[config.mk]
export PLATFORM = sky130hd
export DESIGN_NAME = evq_ring_writer
export DESIGN_NICKNAME = d
export VERILOG_FILES = /design/src/rtl/evq_pkg.sv /design/src/rtl/evq_encoder.sv /design/src/rtl/evq_fifo.sv /design/src/rtl/evq_writer.sv /design/src/rtl/evq_ring_writer.sv
export SDC_FILE = /design/constraint.sdc
export NUM_CORES = 1
export LEC_CHECK = 0
export ABC_AREA = 0
export BUFFER_PORTS_ARGS = -buffer_cell sky130_fd_sc_hd__buf_2
export CELL_PAD_IN_SITES_DETAIL_PLACEMENT = 0
export CELL_PAD_IN_SITES_GLOBAL_PLACEMENT = 1
export CORE_MARGIN = 4
export CORE_UTILIZATION = 43
export DETAILED_ROUTE_END_ITERATION = 6
export PLACE_DENSITY = 0.79
export RECOVER_POWER = 50
export REMOVE_ABC_BUFFERS = 1
export SKIP_CTS_REPAIR_TIMING = 1
export SLEW_MARGIN = 0
export SYNTH_ARGS = -nofsm -noshare
export SYNTH_HDL_FRONTEND = slang
export SYNTH_SLANG_ARGS = --single-unit
[constraint.sdc]
create_clock -name clk -period 3.71 [get_ports clk]
set_input_delay 0.5565 -clock clk [delete_from_list [all_inputs] [get_ports clk]]
set_output_delay 0.5565 -clock clk [all_outputs]
set_load 0.02 [all_outputs]
[src/rtl/evq_pkg.sv]
package evq_pkg;
   localparam int WORD_W      = 16;
   localparam int ENTRY_WORDS = 4;
   localparam int CODE_W      = 7;

   typedef struct packed {
      logic [3:0]        step;   // {x_up, x_dn, y_up, y_dn}
      logic [2:0]        btn;    // {left, middle, right}
      logic [CODE_W-1:0] code;
      logic              rel;
      logic              kbd;
   } evq_word_t;
endpackage

[src/rtl/evq_encoder.sv]
module evq_encoder
   import evq_pkg::*;
(
   input  logic              clk,
   input  logic              rst,
   input  logic              key_stb,
   input  logic [CODE_W-1:0] key_code,
   input  logic              key_up,
   input  logic [2:0]        mouse_btn,
   input  logic [3:0]        mouse_step,
   output logic              key_push,
   output evq_word_t         key_word,
   output logic              mouse_push,
   output evq_word_t         mouse_word
);
   logic [2:0] btn_q;

   always_ff @(posedge clk) begin
      if (rst) btn_q <= '0;
      else     btn_q <= mouse_btn;
   end

   always_comb begin
      key_push      = key_stb;
      key_word.step = 4'b0000;
      key_word.btn  = mouse_btn;
      key_word.code = key_code;
      key_word.rel  = key_up;
      key_word.kbd  = 1'b1;

      mouse_push      = (|mouse_step) || (mouse_btn != btn_q);
      mouse_word.step = mouse_step;
      mouse_word.btn  = mouse_btn;
      mouse_word.code = '0;
      mouse_word.rel  = 1'b0;
      mouse_word.kbd  = 1'b0;
   end
endmodule

[src/rtl/evq_fifo.sv]
module evq_fifo #(
   parameter int DEPTH = 4,
   parameter int W     = 16
) (
   input  logic         clk,
   input  logic         rst,
   input  logic         push_a,
   input  logic [W-1:0] data_a,
   input  logic         push_b,
   input  logic [W-1:0] data_b,
   input  logic         pop,
   output logic [W-1:0] head,
   output logic         not_empty,
   output logic         drop
);
   localparam int IW = (DEPTH > 1) ? $clog2(DEPTH) : 1;
   localparam logic [IW:0] DEPTH_V = (IW+1)'(DEPTH);

   if (DEPTH < 2 || (DEPTH & (DEPTH - 1)) != 0) begin : g_bad_depth
      $error("evq_fifo: DEPTH must be a power of two of at least 2");
   end

   logic [W-1:0]  slot [DEPTH];
   logic [IW-1:0] wr_ix, rd_ix, ix_b;
   logic [IW:0]   count, free;
   logic          acc_a, acc_b;

   always_comb begin
      free  = DEPTH_V - count;
      acc_a = push_a && (free != '0);
      acc_b = push_b && (free > (IW+1)'(acc_a));
      ix_b  = wr_ix + IW'(acc_a);
      drop  = (push_a && !acc_a) || (push_b && !acc_b);
   end

   for (genvar i = 0; i < DEPTH; i++) begin : g_slot
      always_ff @(posedge clk) begin
         if (acc_a && wr_ix == IW'(i))     slot[i] <= data_a;
         else if (acc_b && ix_b == IW'(i)) slot[i] <= data_b;
      end
   end

   always_ff @(posedge clk) begin
      if (rst) begin
         wr_ix <= '0;
         rd_ix <= '0;
         count <= '0;
      end else begin
         wr_ix <= wr_ix + IW'(acc_a) + IW'(acc_b);
         if (pop) rd_ix <= rd_ix + IW'(1);
         count <= count + (IW+1)'(acc_a) + (IW+1)'(acc_b) - (IW+1)'(pop);
      end
   end

   assign head      = slot[rd_ix];
   assign not_empty = (count != '0);

   p_count_bound_r8: assert property (@(posedge clk) disable iff (rst)
      count <= DEPTH_V) else $error("queue count above depth");
   p_no_underflow_r8: assert property (@(posedge clk) disable iff (rst)
      pop |-> not_empty) else $error("pop from empty queue");
endmodule

[src/rtl/evq_writer.sv]
module evq_writer
   import evq_pkg::*;
#(
   parameter int AW       = 16,
   parameter int NIRQ     = 4,
   parameter int RST_ADDR = 'h100
) (
   input  logic              clk,
   input  logic              rst,
   input  logic [WORD_W-1:0] fifo_head,
   input  logic              fifo_ne,
   output logic              fifo_pop,
   input  logic [AW-1:0]     ring_base,
   input  logic [AW-1:0]     ring_end,
   input  logic [AW-1:0]     out_ptr,
   input  logic [NIRQ-1:0]   sync_mask,
   output logic              mem_we,
   output logic [AW-1:0]     mem_addr,
   output logic [WORD_W-1:0] mem_wdata,
   output logic [AW-1:0]     in_ptr,
   output logic [NIRQ-1:0]   irq,
   output logic              ring_drop
);
   localparam int CW = $clog2(ENTRY_WORDS);
   localparam logic [AW-1:0] STRIDE = AW'(ENTRY_WORDS);
   localparam logic [CW-1:0] LAST   = CW'(ENTRY_WORDS - 1);

   typedef enum logic {W_IDLE, W_BUSY} wr_state_t;

   wr_state_t         state;
   logic [CW-1:0]     cnt;
   logic [WORD_W-1:0] word_q;
   logic [AW-1:0]     next_in;
   logic              ring_full;

   always_comb begin
      next_in   = (in_ptr + STRIDE == ring_end) ? ring_base : in_ptr + STRIDE;
      ring_full = (next_in == out_ptr);
      fifo_pop  = (state == W_IDLE) && fifo_ne;
      ring_drop = fifo_pop && ring_full;
      mem_we    = (state == W_BUSY);
      mem_addr  = in_ptr + AW'(cnt);
      mem_wdata = (cnt == '0) ? word_q : '0;
   end

   always_ff @(posedge clk) begin
      if (rst) begin
         state  <= W_IDLE;
         cnt    <= '0;
         word_q <= '0;
         in_ptr <= AW'(RST_ADDR);
         irq    <= '0;
      end else begin
         irq <= '0;
         case (state)
            W_IDLE: if (fifo_ne && !ring_full) begin
               word_q <= fifo_head;
               cnt    <= '0;
               state  <= W_BUSY;
            end
            W_BUSY: if (cnt == LAST) begin
               in_ptr <= next_in;
               irq    <= sync_mask;
               state  <= W_IDLE;
            end else begin
               cnt <= cnt + CW'(1);
            end
            default: state <= W_IDLE;
         endcase
      end
   end

   p_addr_in_ring_r1: assert property (@(posedge clk) disable iff (rst)
      mem_we |-> (mem_addr >= ring_base && mem_addr < ring_end))
      else $error("write outside the ring");
   p_irq_after_last_word_r5: assert property (@(posedge clk) disable iff (rst)
      (|irq) |-> ($past(mem_we) && $past(mem_addr[CW-1:0]) == LAST))
      else $error("interrupt without a completed record");
   p_in_step_r6: assert property (@(posedge clk) disable iff (rst)
      (in_ptr != $past(in_ptr)) |-> (in_ptr == $past(in_ptr) + STRIDE || in_ptr == ring_base))
      else $error("in pointer moved by an illegal amount");
   p_no_write_when_full_r7: assert property (@(posedge clk) disable iff (rst)
      ring_drop |=> !mem_we) else $error("write after a refused record");
endmodule

[src/rtl/evq_ring_writer.sv]
module evq_ring_writer
   import evq_pkg::*;
#(
   parameter int AW              = 16,
   parameter int FIFO_DEPTH      = 4,
   parameter int NIRQ            = 4,
   parameter int RING_RESET_ADDR = 'h100
) (
   input  logic              clk,
   input  logic              rst,
   input  logic              key_stb,
   input  logic [6:0]        key_code,
   input  logic              key_up,
   input  logic [2:0]        mouse_btn,
   input  logic [3:0]        mouse_step,
   input  logic [AW-1:0]     ring_base,
   input  logic [AW-1:0]     ring_end,
   input  logic              out_wr,
   input  logic [AW-1:0]     out_wdata,
   input  logic [NIRQ-1:0]   sync_mask,
   output logic              mem_we,
   output logic [AW-1:0]     mem_addr,
   output logic [15:0]       mem_wdata,
   output logic [AW-1:0]     in_ptr,
   output logic [AW-1:0]     out_ptr,
   output logic [NIRQ-1:0]   irq,
   output logic              overflow
);
   if (AW < 8) begin : g_bad_aw
      $error("evq_ring_writer: AW must be at least 8");
   end
   if (RING_RESET_ADDR % ENTRY_WORDS != 0) begin : g_bad_rst
      $error("evq_ring_writer: reset address must be record aligned");
   end
   if (NIRQ < 1) begin : g_bad_nirq
      $error("evq_ring_writer: NIRQ must be at least 1");
   end

   logic              key_push, mouse_push, fifo_ne, fifo_pop, fifo_drop, ring_drop;
   evq_word_t         key_word, mouse_word;
   logic [WORD_W-1:0] fifo_head;

   evq_encoder u_enc (
      .clk        (clk),
      .rst        (rst),
      .key_stb    (key_stb),
      .key_code   (key_code),
      .key_up     (key_up),
      .mouse_btn  (mouse_btn),
      .mouse_step (mouse_step),
      .key_push   (key_push),
      .key_word   (key_word),
      .mouse_push (mouse_push),
      .mouse_word (mouse_word)
   );

   evq_fifo #(.DEPTH(FIFO_DEPTH), .W(WORD_W)) u_fifo (
      .clk       (clk),
      .rst       (rst),
      .push_a    (key_push),
      .data_a    (key_word),
      .push_b    (mouse_push),
      .data_b    (mouse_word),
      .pop       (fifo_pop),
      .head      (fifo_head),
      .not_empty (fifo_ne),
      .drop      (fifo_drop)
   );

   evq_writer #(.AW(AW), .NIRQ(NIRQ), .RST_ADDR(RING_RESET_ADDR)) u_wr (
      .clk       (clk),
      .rst       (rst),
      .fifo_head (fifo_head),
      .fifo_ne   (fifo_ne),
      .fifo_pop  (fifo_pop),
      .ring_base (ring_base),
      .ring_end  (ring_end),
      .out_ptr   (out_ptr),
      .sync_mask (sync_mask),
      .mem_we    (mem_we),
      .mem_addr  (mem_addr),
      .mem_wdata (mem_wdata),
      .in_ptr    (in_ptr),
      .irq       (irq),
      .ring_drop (ring_drop)
   );

   always_ff @(posedge clk) begin
      if (rst) begin
         out_ptr  <= AW'(RING_RESET_ADDR);
         overflow <= 1'b0;
      end else begin
         if (out_wr) out_ptr <= out_wdata;
         if (fifo_drop || ring_drop) overflow <= 1'b1;
      end
   end

   p_ovf_sticky_r7: assert property (@(posedge clk) disable iff (rst)
      overflow |=> overflow) else $error("overflow flag cleared");
   p_out_load_r9: assert property (@(posedge clk) disable iff (rst)
      out_wr |=> (out_ptr == $past(out_wdata))) else $error("out pointer load lost");
endmodule

==> flow_metrics.env <==
export IMPL_avgSynthCellArea_um2=9.372
export IMPL_drt_iter0_drc=438
export IMPL_worst_slew_pin_slew_ps=1592
export IMPL_grtUsageMet3_pct=3.236
export IMPL_fillers=1678
export IMPL_reg2reg_depth=12
export IMPL_critPathBufInv=2
export IMPL_cp_slowest_cell="clkbuf_1"
export IMPL_place_gp_congestion=0.8449
export IMPL_cp_end_kind="register"
export IMPL_htreeDepth=4
export IMPL_outcome="finished with violations"
export IMPL_cp_cell_sequence="clkbuf_1, and3_1, nand3_1, xnor2_2, xnor2_1, and3_1, a21oi_1, o21ai_0, and4b_1, buf_4, nand3_2, o41ai_2"
export IMPL_synthFlopType="dfxtp_1"
export IMPL_ys_ff_latch=130
export IMPL_wl_per_cell_um=17.90
export IMPL_cpPeakStageDelay_ps=510
export IMPL_dr_pass1_iters=5
export IMPL_setup_ws_ps=262.6
export IMPL_syn_area_um2=7704
export IMPL_fp_dieW_um=141.9
export IMPL_drv_slew=40
export IMPL_synth_edf_count=55
export IMPL_drive_above_1_share_pct=21.55
export IMPL_grt_use_met1_pct=29.03
export IMPL_initial_utilization_pct=44.23
export IMPL_drcViolationCount=0
export IMPL_synth_cell_type_count=72
export IMPL_cts_sinks=130
export IMPL_vias_per_cell=5.508
export IMPL_min_period_ps=3447
export IMPL_clk_path_buf_depth=2
export IMPL_cp_start_kind="register"
export IMPL_grt_antenna_before_repair=0
export IMPL_setup_tns_ps=0
export IMPL_power_density_nw_per_um2=657.0
export IMPL_area_growth_syn_to_layout_pct=20.11
export IMPL_cts_made_buffers=17
export IMPL_met2_usage_pct=36.42
export IMPL_rows=48
export IMPL_cpLargestDelayFamily="simple AND/OR/NAND/NOR gates"
export IMPL_setup_violations=0
export IMPL_slew_headroom_pct=-6.163
export IMPL_top_usage_layer="met2"
export IMPL_max_freq_mhz=290.1
export IMPL_insertion_delay_ps=420
export IMPL_overflow=0
export IMPL_grtUsageTotal_pct=21.86
export IMPL_hold_viol_final=0
export IMPL_clkSlewWorstSetupHoldPaths_ps=60
export IMPL_first_global_vias=6450
export IMPL_cts_root_buf="clkbuf_16"
export IMPL_synthArstFlopShare_pct=0
export IMPL_wirelength_mm=21.39
export IMPL_grt_max_degree=49
export IMPL_skew_ps=9.167
export IMPL_min_path_type="in2reg"
export IMPL_final_common_cell="buf_2"
export IMPL_hold_ws_ps=349.8
export IMPL_ys_warn_count=0
export IMPL_cts_tree="built"
export IMPL_ys_seq_area_share_pct=40.93
export IMPL_ios=141
export IMPL_cp_data_required_time_ps=4040
export IMPL_portBuffers=140
export IMPL_worstSetupPathType="reg2reg"
export IMPL_p_leak_nw=3.592
export IMPL_core_um2=17420
export IMPL_place_inst=1162
export IMPL_drtAntennaViolNets=0
export IMPL_reg2reg_slack_ps=260
export IMPL_vdd_drop_max_mv=0.5913
export IMPL_synthCells=822
export IMPL_instances_no_fill=1195
export IMPL_timing_critical_path_mode_cell="and3_1"
export IMPL_layout_nets=1043
export IMPL_hpwl_mm=15.18
export IMPL_antenna_cells=0
export IMPL_pre_cts_ws_ps=122.3
export IMPL_critPathMaxFanout=17
export IMPL_arrival_ps=3780
export IMPL_period_share_pct=92.92
export IMPL_cp_depth=12
export IMPL_whs_path_depth=2
export IMPL_maxCapViolCount=1
export IMPL_total_power_mw=6.079
export IMPL_design_die_area_um2=20120
export IMPL_most_common_layout_cells="buf_2, nor2_1, dfxtp_1, nand2_1, edfxtp_1"
export IMPL_grt_pass1_wl_mm=34.85
export IMPL_dieHeight_um=141.9
export IMPL_violations="capacitance limit, slew limit"
export IMPL_vias=6582
## cells in the mapped netlist, types with 6 or more instances
cell type  instances  area share (%)
nor2_1            84             4.1
dfxtp_1           75              19
nand2_1           66             3.2
edfxtp_1          55              21
and2_1            51             4.1
inv_1             47             2.3
clkbuf_1          38             1.9
xnor2_1           33             3.8
nor3_1            22             1.4
o21ai_0           22             1.4
xor2_1            22             2.5
nand4_1           21             1.7
o211ai_1          21             2.0
a21oi_1           18             1.2
mux2i_1           18             2.3
nand3_1           18             1.2
mux4_2            16             4.7
o32a_1            16             2.1
nand2b_1          15             1.2
nor2b_1           13             1.1
a22oi_1           12             1.2
ha_1              12             1.9
buf_2             11            0.71
a22o_1             9             1.0
buf_4              8            0.78
o31ai_1            7            0.68
and3_1             6            0.49
nor4_1             6            0.49
o22ai_1            6            0.49
## registers in the layout, indices dropped and copies added (netlist names)
signal and cells:
u_wr.cnt 2, u_fifo.count 3, u_wr.mem_we 1, u_wr.in_ptr 16, u_fifo.wr_ix 2, u_wr.irq 4, u_wr.word_q 16, u_enc.btn_q 3
u_fifo.rd_ix 2, overflow 1, u_fifo.slot 64, out_ptr 16
## through the flow
step	utilization [%]	cell area, um2
finish	53.13	9253
global placement	49.97	8703
detailed placement	49.97	8703
CTS	53.37	9295
global route	53.13	9253
floorplan	-	7411
## worst paths after layout
| kind | start | endpoint |
|---|---|---|
| max | u_wr.in_ptr[11]$_SDFFE_PP0P_ | u_wr.cnt[0]$_SDFFE_PP0P_ |
| min | out_wdata[8] | out_ptr[8]$_SDFFE_PP1P_ |
| max reg2reg | u_wr.in_ptr[11]$_SDFFE_PP0P_ | u_wr.cnt[0]$_SDFFE_PP0P_ |
| min reg2reg | u_fifo.slot[2][2]$_SDFFE_PP0P_ | u_fifo.slot[2][2]$_SDFFE_PP0P_ |
## layout make-up
type	instances	area, um2	share of cell area [%]
Multi-Input combinational cell	581	4109	44.41
Sequential cell	130	3153	34.08
Timing Repair Buffer	180	940.9	10.17
Clock buffer	17	425.4	4.598
Tap cell	225	281.5	3.043
Inverter	47	176.4	1.907
Clock inverter	15	166.4	1.799
## layer usage
| metal | part of all wire (%) | up-vias |
|---|---|---|
| li1 | - | 3213 |
| met1 | 44 | 3147 |
| met2 | 48 | 190 |
| met3 | 5.0 | 32 |
| met4 | 2.4 | 0 |
| met5 | 0 | - |
## cells by family (layout without fill, tap and decap cells)
group | count (synthesis) | in the layout | synth area share, %
DFF | 130 | 130 | 40.93
and+or+nand+nor | 336 | 336 | 23.18
muxes | 35 | 35 | 7.163
adders and majority gates | 15 | 15 | 2.729
AOI/OAI and AO/OA | 139 | 139 | 13.45
buffers and inverters | 111 | 259 | 6.091
xor gates and xnor gates | 56 | 56 | 6.464
## report_power, final
| group | switching [mW] | internal, mW | total [mW] |
|---|---|---|---|
| Combinational | 1.22 | 0.884 | 2.10 |
| Sequential | 0.210 | 2.08 | 2.29 |
| Clock | 0.728 | 0.957 | 1.68 |
| Total | 2.15 | 3.93 | 6.08 |
(Power assumes the default switching activity.)
